[src/rtl/widen_shl_vec.sv]
module widen_shl_vec #(
  parameter int N  = 4,
  parameter int W  = 8,
  parameter int SW = 8
) (
  input  logic            clk,
  input  logic            rst_n,
  input  logic            in_valid,
  input  logic [N*W-1:0]  in_vec,
  input  logic [SW-1:0]   shamt,
  output logic            out_valid,
  output logic [N*W-1:0]  r0,
  output logic [N*W-1:0]  r1,
  output logic [1:0]      zf,
  output logic [1:0]      nf,
  output logic [1:0]      cf
);
  localparam int DW = 2 * W;
  localparam int QW = 4 * W;
  localparam int H  = N / 2;
  localparam logic [SW-1:0] DWS = SW'(DW);

  logic            v1;
  logic [SW-1:0]   s1;
  logic [N*DW-1:0] ext_d, ext1, res_d;
  logic [N-1:0]    ng_e, cy_e;
  logic [1:0]      zf_d, nf_d, cf_d;

  // Stage 1: sign extension
  for (genvar i = 0; i < N; i++) begin : g_ext
    assign ext_d[i*DW +: DW] = {{W{in_vec[i*W+W-1]}}, in_vec[i*W +: W]};
  end

  always_ff @(posedge clk or negedge rst_n) begin
    if (!rst_n) begin
      v1   <= 1'b0;
      s1   <= '0;
      ext1 <= '0;
    end else begin
      v1   <= in_valid;
      s1   <= shamt;
      ext1 <= ext_d;
    end
  end

  // Stage 2: shift, carry detection
  logic big;
  assign big = (s1 >= DWS);

  for (genvar i = 0; i < N; i++) begin : g_shl
    logic [DW-1:0] e;
    logic [QW-1:0] wide;
    assign e    = ext1[i*DW +: DW];
    assign wide = {{(QW-DW){e[DW-1]}}, e} << s1;
    assign res_d[i*DW +: DW] = big ? '0 : wide[DW-1:0];
    assign cy_e[i] = big ? (|e) : (wide[QW-1:DW] != {DW{wide[DW-1]}});
    assign ng_e[i] = res_d[i*DW+DW-1];
  end

  for (genvar h = 0; h < 2; h++) begin : g_flag
    assign zf_d[h] = ~|res_d[h*H*DW +: H*DW];
    assign nf_d[h] = |ng_e[h*H +: H];
    assign cf_d[h] = |cy_e[h*H +: H];
  end

  always_ff @(posedge clk or negedge rst_n) begin
    if (!rst_n) begin
      out_valid <= 1'b0;
      r0 <= '0;
      r1 <= '0;
      zf <= '0;
      nf <= '0;
      cf <= '0;
    end else begin
      out_valid <= v1;
      r0 <= res_d[H*DW-1:0];
      r1 <= res_d[N*DW-1:H*DW];
      zf <= zf_d;
      nf <= nf_d;
      cf <= cf_d;
    end
  end

  p_follow_r8: assert property (@(posedge clk) disable iff (!rst_n)
    v1 |=> out_valid);
  p_origin_r8: assert property (@(posedge clk) disable iff (!rst_n)
    out_valid |-> $past(v1));
  p_zero_r5: assert property (@(posedge clk) disable iff (!rst_n)
    out_valid |-> (zf[0] == (r0 == '0)) && (zf[1] == (r1 == '0)));
  p_neg_r6: assert property (@(posedge clk) disable iff (!rst_n)
    out_valid |-> !(nf[0] && zf[0]) && !(nf[1] && zf[1]));
  p_range_r4: assert property (@(posedge clk) disable iff (!rst_n)
    (v1 && big) |=> (r0 == '0) && (r1 == '0) && (zf == 2'b11));
  p_nocarry_r7: assert property (@(posedge clk) disable iff (!rst_n)
    (v1 && s1 == '0) |=> (cf == 2'b00));
endmodule

[config.mk]
export PLATFORM = sky130hd
export DESIGN_NAME = widen_shl_vec
export DESIGN_NICKNAME = d
export VERILOG_FILES = /design/src/rtl/widen_shl_vec.sv
export SDC_FILE = /design/constraint.sdc
export NUM_CORES = 1
export LEC_CHECK = 0
export BUFFER_PORTS_ARGS = -buffer_cell sky130_fd_sc_hd__buf_2
export CORE_ASPECT_RATIO = 0.5
export CORE_MARGIN = 1
export CORE_UTILIZATION = 25
export CTS_BUF_LIST = sky130_fd_sc_hd__clkbuf_4 sky130_fd_sc_hd__clkbuf_8
export CTS_CLUSTER_DIAMETER = 60
export DETAILED_ROUTE_END_ITERATION = 6
export GPL_ROUTABILITY_DRIVEN = 0
export GPL_TIMING_DRIVEN = 1
export HOLD_SLACK_MARGIN = 0.1
export PLACE_DENSITY = 0.53
export SLEW_MARGIN = 15
export SYNTH_ARGS = -nofsm -noshare
export SYNTH_HDL_FRONTEND = slang
export SYNTH_SLANG_ARGS = --single-unit
[constraint.sdc]
create_clock -name clk -period 2.6 [get_ports clk]
set_input_delay 0.52 -clock clk [delete_from_list [all_inputs] [get_ports clk]]
set_output_delay 0.52 -clock clk [all_outputs]
set_load 0.02 [all_outputs]
==> summary.md, run 1 <==
| Metric | Value |
|---|---|
| Clk_lat worst skew | `0.40 ns` |
| Row count | `40` |
| Worst reg2reg startpoint | `s1[0]` |
| Top Ports | `114` |
| Final Max Tran Viols | `0` |
| Worst setup EP type | `flop` |
| Mapped Area | `6250 µm²` |
| Largest net degree at the start of global routing | `63` |
| Crit. Startpoint | `s1[0]` |
| Arrival @ worst endpoint | `2.96 ns` |
| Yosys top cell by area | `dfrtp_1` |
| Xor-xnor portion of the synthesized cell area | `0.00421` |
| Violated checks | `setup timing` |
| Complex-gate fraction of the synthesized area | `0.180` |
| Critical path type | `flop to flop` |
| Clock power frac | `0.267` |
| Static leakage | `roughly 3.9 nW` |
| Wire per inst | `19.4 µm` |
| Final WL | `23.1 mm` |
| Die ar. | `roughly 26000 µm²` |
| Layout area overhead | `35.0%` |
| Synth Area in Simple Gates | `0.183` |
| IO buf count | `113` |
| DRT iter0 DRCs | `roughly 700` |
| Status | `finished with violations` |
| Most used DFF post-synth | `dfrtp_1` |
| Overall power | `3.72 mW` |
| Tot GR Track Use | `0.182` |
| Sw Share | `0.314` |
| Fmax achieved | `377 MHz` |
| Setup Skew | `0.0125 ns` |
| Final setup viols | `2` |
| Antenna violations before repair | `6` |
| Number of synthesized flops with an enable pin | `0` |
| First-pass GRT wire length | `~35 mm` |
| CTS buffer count | `9` |
| Setup slack after layout | `-0.0544 ns` |
| Core box area | `24300 µm²` |
| Syn_nets | `674` |
| Die Wd | `226 µm` |
| Post-Synth Adder-Cell Area | `0` |
| RSZ-0062 raised after global routing | `yes` |
| Post-DR vias/cell | `5.07` |
| Power per Cell Area | `441 nW/µm²` |
| CP Data Required Time | `2.90 ns` |
| Overall die height | `approximately 110 µm` |
| Total number of vias | `6028` |
| Layout fillers | `2461` |
| Dominant cells by area after synthesis | `dfrtp_1, mux2i_1, nor2_1, mux2_2, a21oi_1` |
| CTS tree | `done` |
| # H-tree levels | `3` |
| Layout cells sized above 1 | `0.393` |
| Worst slew pin tran | `0.687 ns` |
| Syn Inst Count | `631` |
| Post-DRT Antenna Nets | `0` |
| Drc violations | `0` |
| Register area share after synthesis | `0.449` |
| Multiplexer share of the synthesized area | `0.134` |
| Post-placement setup slack | `-0.139 ns` |
| Comb pwr share | `0.239` |
| Max-cap violations | `0` |
| Largest family of logic cells by synthesized area | `simple AND/OR/NAND/NOR gates` |
| Post-DP HPWL | `18.0 mm` |
| CTS clock-pin slew for the worst setup and hold paths | `0.11 ns` |
| Psw | `around 1.2 mW` |
| Netlist cell types | `73` |
| Fin crit share | `1.02` |
| Final net count | `roughly 890` |
| Worst VDD drop | `0.196 mV` |
| Syn Area/Cell | `9.90 µm²` |
| Synth Warn # | `0` |
| Maximum fanout along the worst path | `6` |
| Initial DRT Pass Iterations | `6` |
| Post-layout min period | `approximately 2.7 ns` |
| Hold_sp | `shamt[5]` |
| Yosys top cell area share | `0.449` |
| Internal cell power | `roughly 2.6 mW` |
| Grt total ovfl | `0` |
| Flops & latches, synth | `112` |
| Worst setup SP type | `flop` |
| Vias in the first global route | `5828` |
| Max clock buf depth | `2` |
| Final Util | `0.347` |
| HP Class | `input pin to flop` |
| Max-slew headroom | `0.541` |
| Async SR Flop Fraction | `1.00` |
| Part of the power in registers | `0.494` |
| Initial Util | `0.257` |
| Fin. Hold Viols | `0` |
| Clock sink count | `between 100 and 150` |
| CTS Root Cell | `clkbuf_8` |
==> path summary, 6_finish.rpt <==
check                                  to  slack (ns)  cells past startpoint
worst max register to register      cf[1]       -0.05                      8
min in group asynchronous          r1[16]        0.55                      2
max in group asynchronous          r1[21]        1.39                      3
worst min-delay path                s1[5]        0.21                      1
worst min register to register  out_valid        0.36                      0
worst max-delay path                cf[1]       -0.05                      8
==> layout make-up <==
type | count | area [µm²] | area share
repair buffers | 252 | 1700 | 0.202
inverters | 6 | 22.5 | 0.00267
clock buffers | 10 | 131 | 0.0156
flip-flops and latches | 112 | 2810 | 0.333
multi-input cells | 461 | 3290 | 0.390
clock inverters | 6 | 51.3 | 0.00608
well taps | 336 | 420 | 0.0498
diodes | 5 | 12.5 | 0.00148
==> flip-flops by register name, indices dropped and copies added, names as in the netlist, 2 cells and up <==
| register | count |
|---|---|
| cf | 2 |
| ext1 | 32 |
| nf | 2 |
| r0 | 32 |
| r1 | 32 |
| s1 | 8 |
| zf | 2 |
==> Yosys cell counts, types with 7 or more instances <==
cell and instances:
and2_1 14, buf_6 7, nor2b_1 7, clkbuf_1 23, nor3_1 18, a211oi_1 11
o22ai_1 9, nand3_1 10, nand2b_1 9, a21oi_1 28, and3_1 10, buf_2 10
nor4_1 10, mux2i_1 44, dfrtp_1 112, o21ai_0 22, o211ai_1 10, nand4_1 7
a31oi_1 9, nor2_1 81, mux2_2 15, nand2_1 37
==> worst max-delay path: stages (launching register included) <==
cell and delay [ns]:
dfrtp_2 0.47, buf_4 0.14, mux4_2 0.53, a22oi_2 0.19
o22ai_2 0.15, or4b_1 0.48, a211o_1 0.33, a21oi_2 0.17
a21oi_1 0.09
==> metrics by stage <==
stage / setup TNS [ns] / hold slack (ns) / cells / cell area [µm²]
2_1_floorplan: 0 / 0.224 / 631 / 6250
3_3_place_gp: -0.148 / 0.339 / 1160 / 8000
3_5_place_dp: -0.324 / 0.339 / 1160 / 8000
4_1_cts: 0 / 0.193 / 1181 / 8290
5_1_grt: -0.346 / 0.188 / 1183 / 8420
6_report: -0.0651 / 0.212 / 1188 / 8430
==> what timing repair did <==
action,in CTS,in global routing
setup buffers,4,2
endpoints found under the hold margin,22,0
cloned,0,0
pin swaps,3,4
gates resized for setup,19,21
setup endpoints to repair,5,5
hold buffers,1,0
==> layer usage <==
| metal | track usage | share of wire | vias up |
|---|---|---|---|
| met3 | 0.0528 | 0.10 | 29 |
| met4 | 0.0499 | 0.018 | 2 |
| met5 | 0 | 0.00056 | - |
| li1 | - | - | 2771 |
| met2 | 0.247 | 0.40 | 290 |
| met1 | 0.275 | 0.48 | 2936 |
==> power groups by stage <==
stage / combinational (mW) / clock (mW) / sequential, mW
floorplan: 0.438 / 0 / 1.87
global placement: 0.819 / 0 / 1.87
detailed placement: 0.820 / 0 / 1.87
CTS: 0.849 / 1.04 / 1.84
global route: 0.955 / 1.11 / 1.84
finish: 0.892 / 0.994 / 1.84
==> logic make-up after synthesis <==
kind of cell,after synthesis
flops,112
compound gates,159
mux,69
buf+inv,58
xor+xnor,3
simple gates,230
==> cells in the final DEF (no fill, tap or decap), types with 10 or more instances in the layout <==
master / Yosys / layout
and3_1: 10 / 10
buf_2: 10 / 112
mux2_2: 15 / 15
o21ai_0: 22 / 22
nor3_1: 18 / 18
nand3_1: 10 / 10
mux2i_1: 44 / 42
nand2_1: 37 / 35
a21oi_1: 28 / 27
buf_4: 5 / 127
and2_1: 14 / 14
o211ai_1: 10 / 10
nor2_1: 81 / 80
dfrtp_1: 112 / 109
(Power assumes the default switching activity.)
==> run 2: changes to the inputs <==
--- a/config.mk
+++ b/config.mk
@@ -8,14 +8,14 @@
 export BUFFER_PORTS_ARGS = -buffer_cell sky130_fd_sc_hd__buf_2
 export CORE_ASPECT_RATIO = 0.5
 export CORE_MARGIN = 1
-export CORE_UTILIZATION = 25
+export CORE_UTILIZATION = 45
 export CTS_BUF_LIST = sky130_fd_sc_hd__clkbuf_4 sky130_fd_sc_hd__clkbuf_8
 export CTS_CLUSTER_DIAMETER = 60
 export DETAILED_ROUTE_END_ITERATION = 6
 export GPL_ROUTABILITY_DRIVEN = 0
 export GPL_TIMING_DRIVEN = 1
 export HOLD_SLACK_MARGIN = 0.1
-export PLACE_DENSITY = 0.53
+export PLACE_DENSITY = 0.78
 export SLEW_MARGIN = 15
 export SYNTH_ARGS = -nofsm -noshare
 export SYNTH_HDL_FRONTEND = slang
==> run 2 against run 1 <==
  * The run ends with DRC, setup timing left
  * Register-to-register slack lost 0.03 ns
  * Die area shrank 44%
  * Largest power group unchanged
  * Global-route usage grew 12 points
  * Utilization grew 27 points
  * Routed wire length shrank 6.9%
  * Highest routed layer is now met4
  * Via count grew 4.3%
  * Largest cell class unchanged
  * Clock power grew 4%
  * Non-clock buffer count shrank 15
  * Power grew 1.0%
  * Count of clock-buffer cells in the layout is the same
==> summary.md, run 2 (synthesized netlist as in run 1, its figures left out) <==
| Metric | Value |
|---|---|
| Initial DRT Pass Iterations | `7 (+1)` |
| CTS tree | `done` |
| Post-DRT Antenna Nets | `0 (unchanged)` |
| Regs by FF count | `ext1: 32 flops, r0: 32 flops, r1: 32 flops` |
| Hold_sp | `in_valid` |
| Die Wd | `169 µm (-25%)` |
| Most frequent cells in the layout | `buf_2, buf_4, dfrtp_1` |
| Antenna diodes | `0 (-5)` |
| Setup Skew | `0.0171 ns (+0.00455 ns)` |
| Status | `finished with violations` |
| Overall die height | `85.3 µm (-25%)` |
| Max clock buf depth | `2 (unchanged)` |
| Grt total ovfl | `0 (unchanged)` |
| Total number of vias | `6288 (+4.3%)` |
| Core box area | `13100 µm² (-46%)` |
| Top Ports | `114 (unchanged)` |
| Fin. Hold Viols | `0 (unchanged)` |
| Drc violations | `21 (+21)` |
| Post-DP HPWL | `15.6 mm (-13%)` |
| RSZ-0062 raised after global routing | `yes` |
| Fin crit share | `1.03 (+0.0114)` |
| Post-placement setup slack | `-0.0786 ns (+0.0603 ns)` |
| Row count | `29 (-28%)` |
| Setup TNS | `-0.0952 ns (-0.0301 ns)` |
| CP Depth | `8 (unchanged)` |
| Worst VDD drop | `0.231 mV (+18%)` |
| Critical-path top delay cell | `mux4_2` |
| Vias in the first global route | `5846 (+0.31%)` |
| Worst setup path endpoint | `zf[0]` |
| Post-DR vias/cell | `6.18 (+22%)` |
| CTS Root Cell | `clkbuf_8` |
| Maximum fanout along the worst path | `5 (-1)` |
| Bufs and invs on worst path | `1 (unchanged)` |
| Worst slew pin tran | `0.907 ns (+0.220 ns)` |
| Critical path, cell by cell | `buf_6, mux2_4, mux4_2, o21ai_1, and2b_1, a41oi_1, or4_4, a211oi_2` |
| Max incr delay on CP | `0.54 ns (about the same)` |
| R2r worst-path depth | `8 (unchanged)` |
| Static leakage | `3.86 nW (-1.8%)` |
| DP Cell Count | `991 (-15%)` |
| Setup slack after layout | `-0.0840 ns (-0.0296 ns)` |
| Met2 routed WL | `8.54 mm (-6.4%)` |
| IO buf count | `113 (unchanged)` |
| Finished Layout Cells | `1018 (-14%)` |
| Overall power | `3.76 mW (+1.0%)` |
| Post-layout min period | `2.68 ns (+0.0296 ns)` |
| Layout area overhead | `30.5%` |
| Largest net degree at the start of global routing | `64 (+1.6%)` |
| Die ar. | `14400 µm² (-44%)` |
| # H-tree levels | `3 (unchanged)` |
| Wire per inst | `21.1 µm (+8.6%)` |
| CTS buffer count | `9 (unchanged)` |
| Arrival @ worst endpoint | `3.00 ns (+0.04 ns)` |
| Worst reg2reg startpoint | `s1[2]` |
| R2R Path End | `zf[0]` |
| Final WL | `21.5 mm (-6.9%)` |
| Violated checks | `DRC, setup timing` |
| HP Class | `input pin to flop` |
| Layout cells sized above 1 | `0.383 (-0.00974)` |
| Top routing layer used | `met4` |
| Final Max Tran Viols | `0 (unchanged)` |
| Initial Util | `0.477 (+0.220)` |
| Crit. Startpoint | `s1[2]` |
| CTS clock-pin slew for the worst setup and hold paths | `0.12 ns (about the same)` |
| R2R Setup Slk | `-0.08 ns (-0.03 ns)` |
| Tot GR Track Use | `0.299 (+0.117)` |
| Max-slew headroom | `0.390 (-0.151)` |
| Clock sink count | `112 (unchanged)` |
| Antenna violations before repair | `0 (-6)` |
| Worst setup EP type | `flop` |
| Max-cap violations | `0 (unchanged)` |
| Critical path type | `flop to flop` |
| WL met1 | `9.03 mm (-19%)` |
| DRT iter0 DRCs | `1118 (+64%)` |
| Final setup viols | `2 (unchanged)` |
| First-pass GRT wire length | `32.7 mm (-7.5%)` |
| Fmax achieved | `373 MHz (-1.1%)` |
| Met3 Wirelength | `3.40 mm (+45%)` |
| Worst setup SP type | `flop` |
| CP Data Required Time | `2.92 ns (+0.02 ns)` |
| Power per Cell Area | `461 nW/µm² (+4.5%)` |
| Crit-path leading delay family | `multiplexers` |
| Clk_lat worst skew | `0.40 ns (about the same)` |
| Final net count | `870 (-1.7%)` |
==> run 2: changes by cell type in the layout (fill, tap and decap cells not counted), sizes merged <==
cell / previous run / this run
clkinvlp: 2 / 1
buf: 251 / 236
clkinv: 2 / 5
diode: 5 / 0
inv: 8 / 6
==> run 2: cell type report <==
cell class                 instances  area (µm²)
clock buffer                      10         138
tap                              186         233
fill                            1067        4950
multi-input combinational        461        3290
timing repair buffer             237        1600
inverter                           6        26.3
clock inverter                     6        62.6
sequential                       112        2810
==> run 2: what timing repair did <==
item / in CTS / in global routing
setup buffers: 2 / 8
pin swaps: 3 / 5
resized for setup: 23 / 24
hold buffers: 1 / 0
endpoints found under the hold margin: 23 / 0
setup endpoints to repair: 3 / 5
==> run 2: per-stage QoR <==
step | hold WS, ns | area (µm²) | util
finish | 0.218 | 8150 | 0.622
detailed placement | 0.342 | 7680 | 0.587
global route | 0.209 | 8150 | 0.622
floorplan | 0.224 | 6250 | -
global placement | 0.337 | 7680 | 0.587
CTS | 0.217 | 8000 | 0.611
==> run 2: worst register-to-register path: cells and delay by family, from the launching register on <==
kind / cells / cell delay, ns
compound gates: 3 / 0.50
mux: 2 / 0.84
buf+inv: 1 / 0.15
flops: 1 / 0.49
simple gates: 2 / 0.63
==> run 2: layer usage <==
| layer | global-route usage | up-vias |
|---|---|---|
| met1 | 0.447 | 2928 |
| met2 | 0.397 | 557 |
| met3 | 0.119 | 76 |
| met5 | 0.0134 | - |
| met4 | 0.0661 | 0 |
| li1 | - | 2727 |
==> run 2: power breakdown <==
part	leakage [nW]	total [mW]	internal [mW]	switching, mW
clock	0.102	1.03	0.398	0.631
sequential	1.44	1.85	1.78	0.0648
combinational	2.32	0.884	0.390	0.494
==> run 2: worst min path at each step <==
stage	to	depth (start not counted)	slack, ns
floorplan	cf[0]	0	0.22
global placement	out_valid	0	0.34
detailed placement	out_valid	0	0.34
CTS	v1	1	0.22
global route	v1	1	0.21
finish	v1	1	0.22
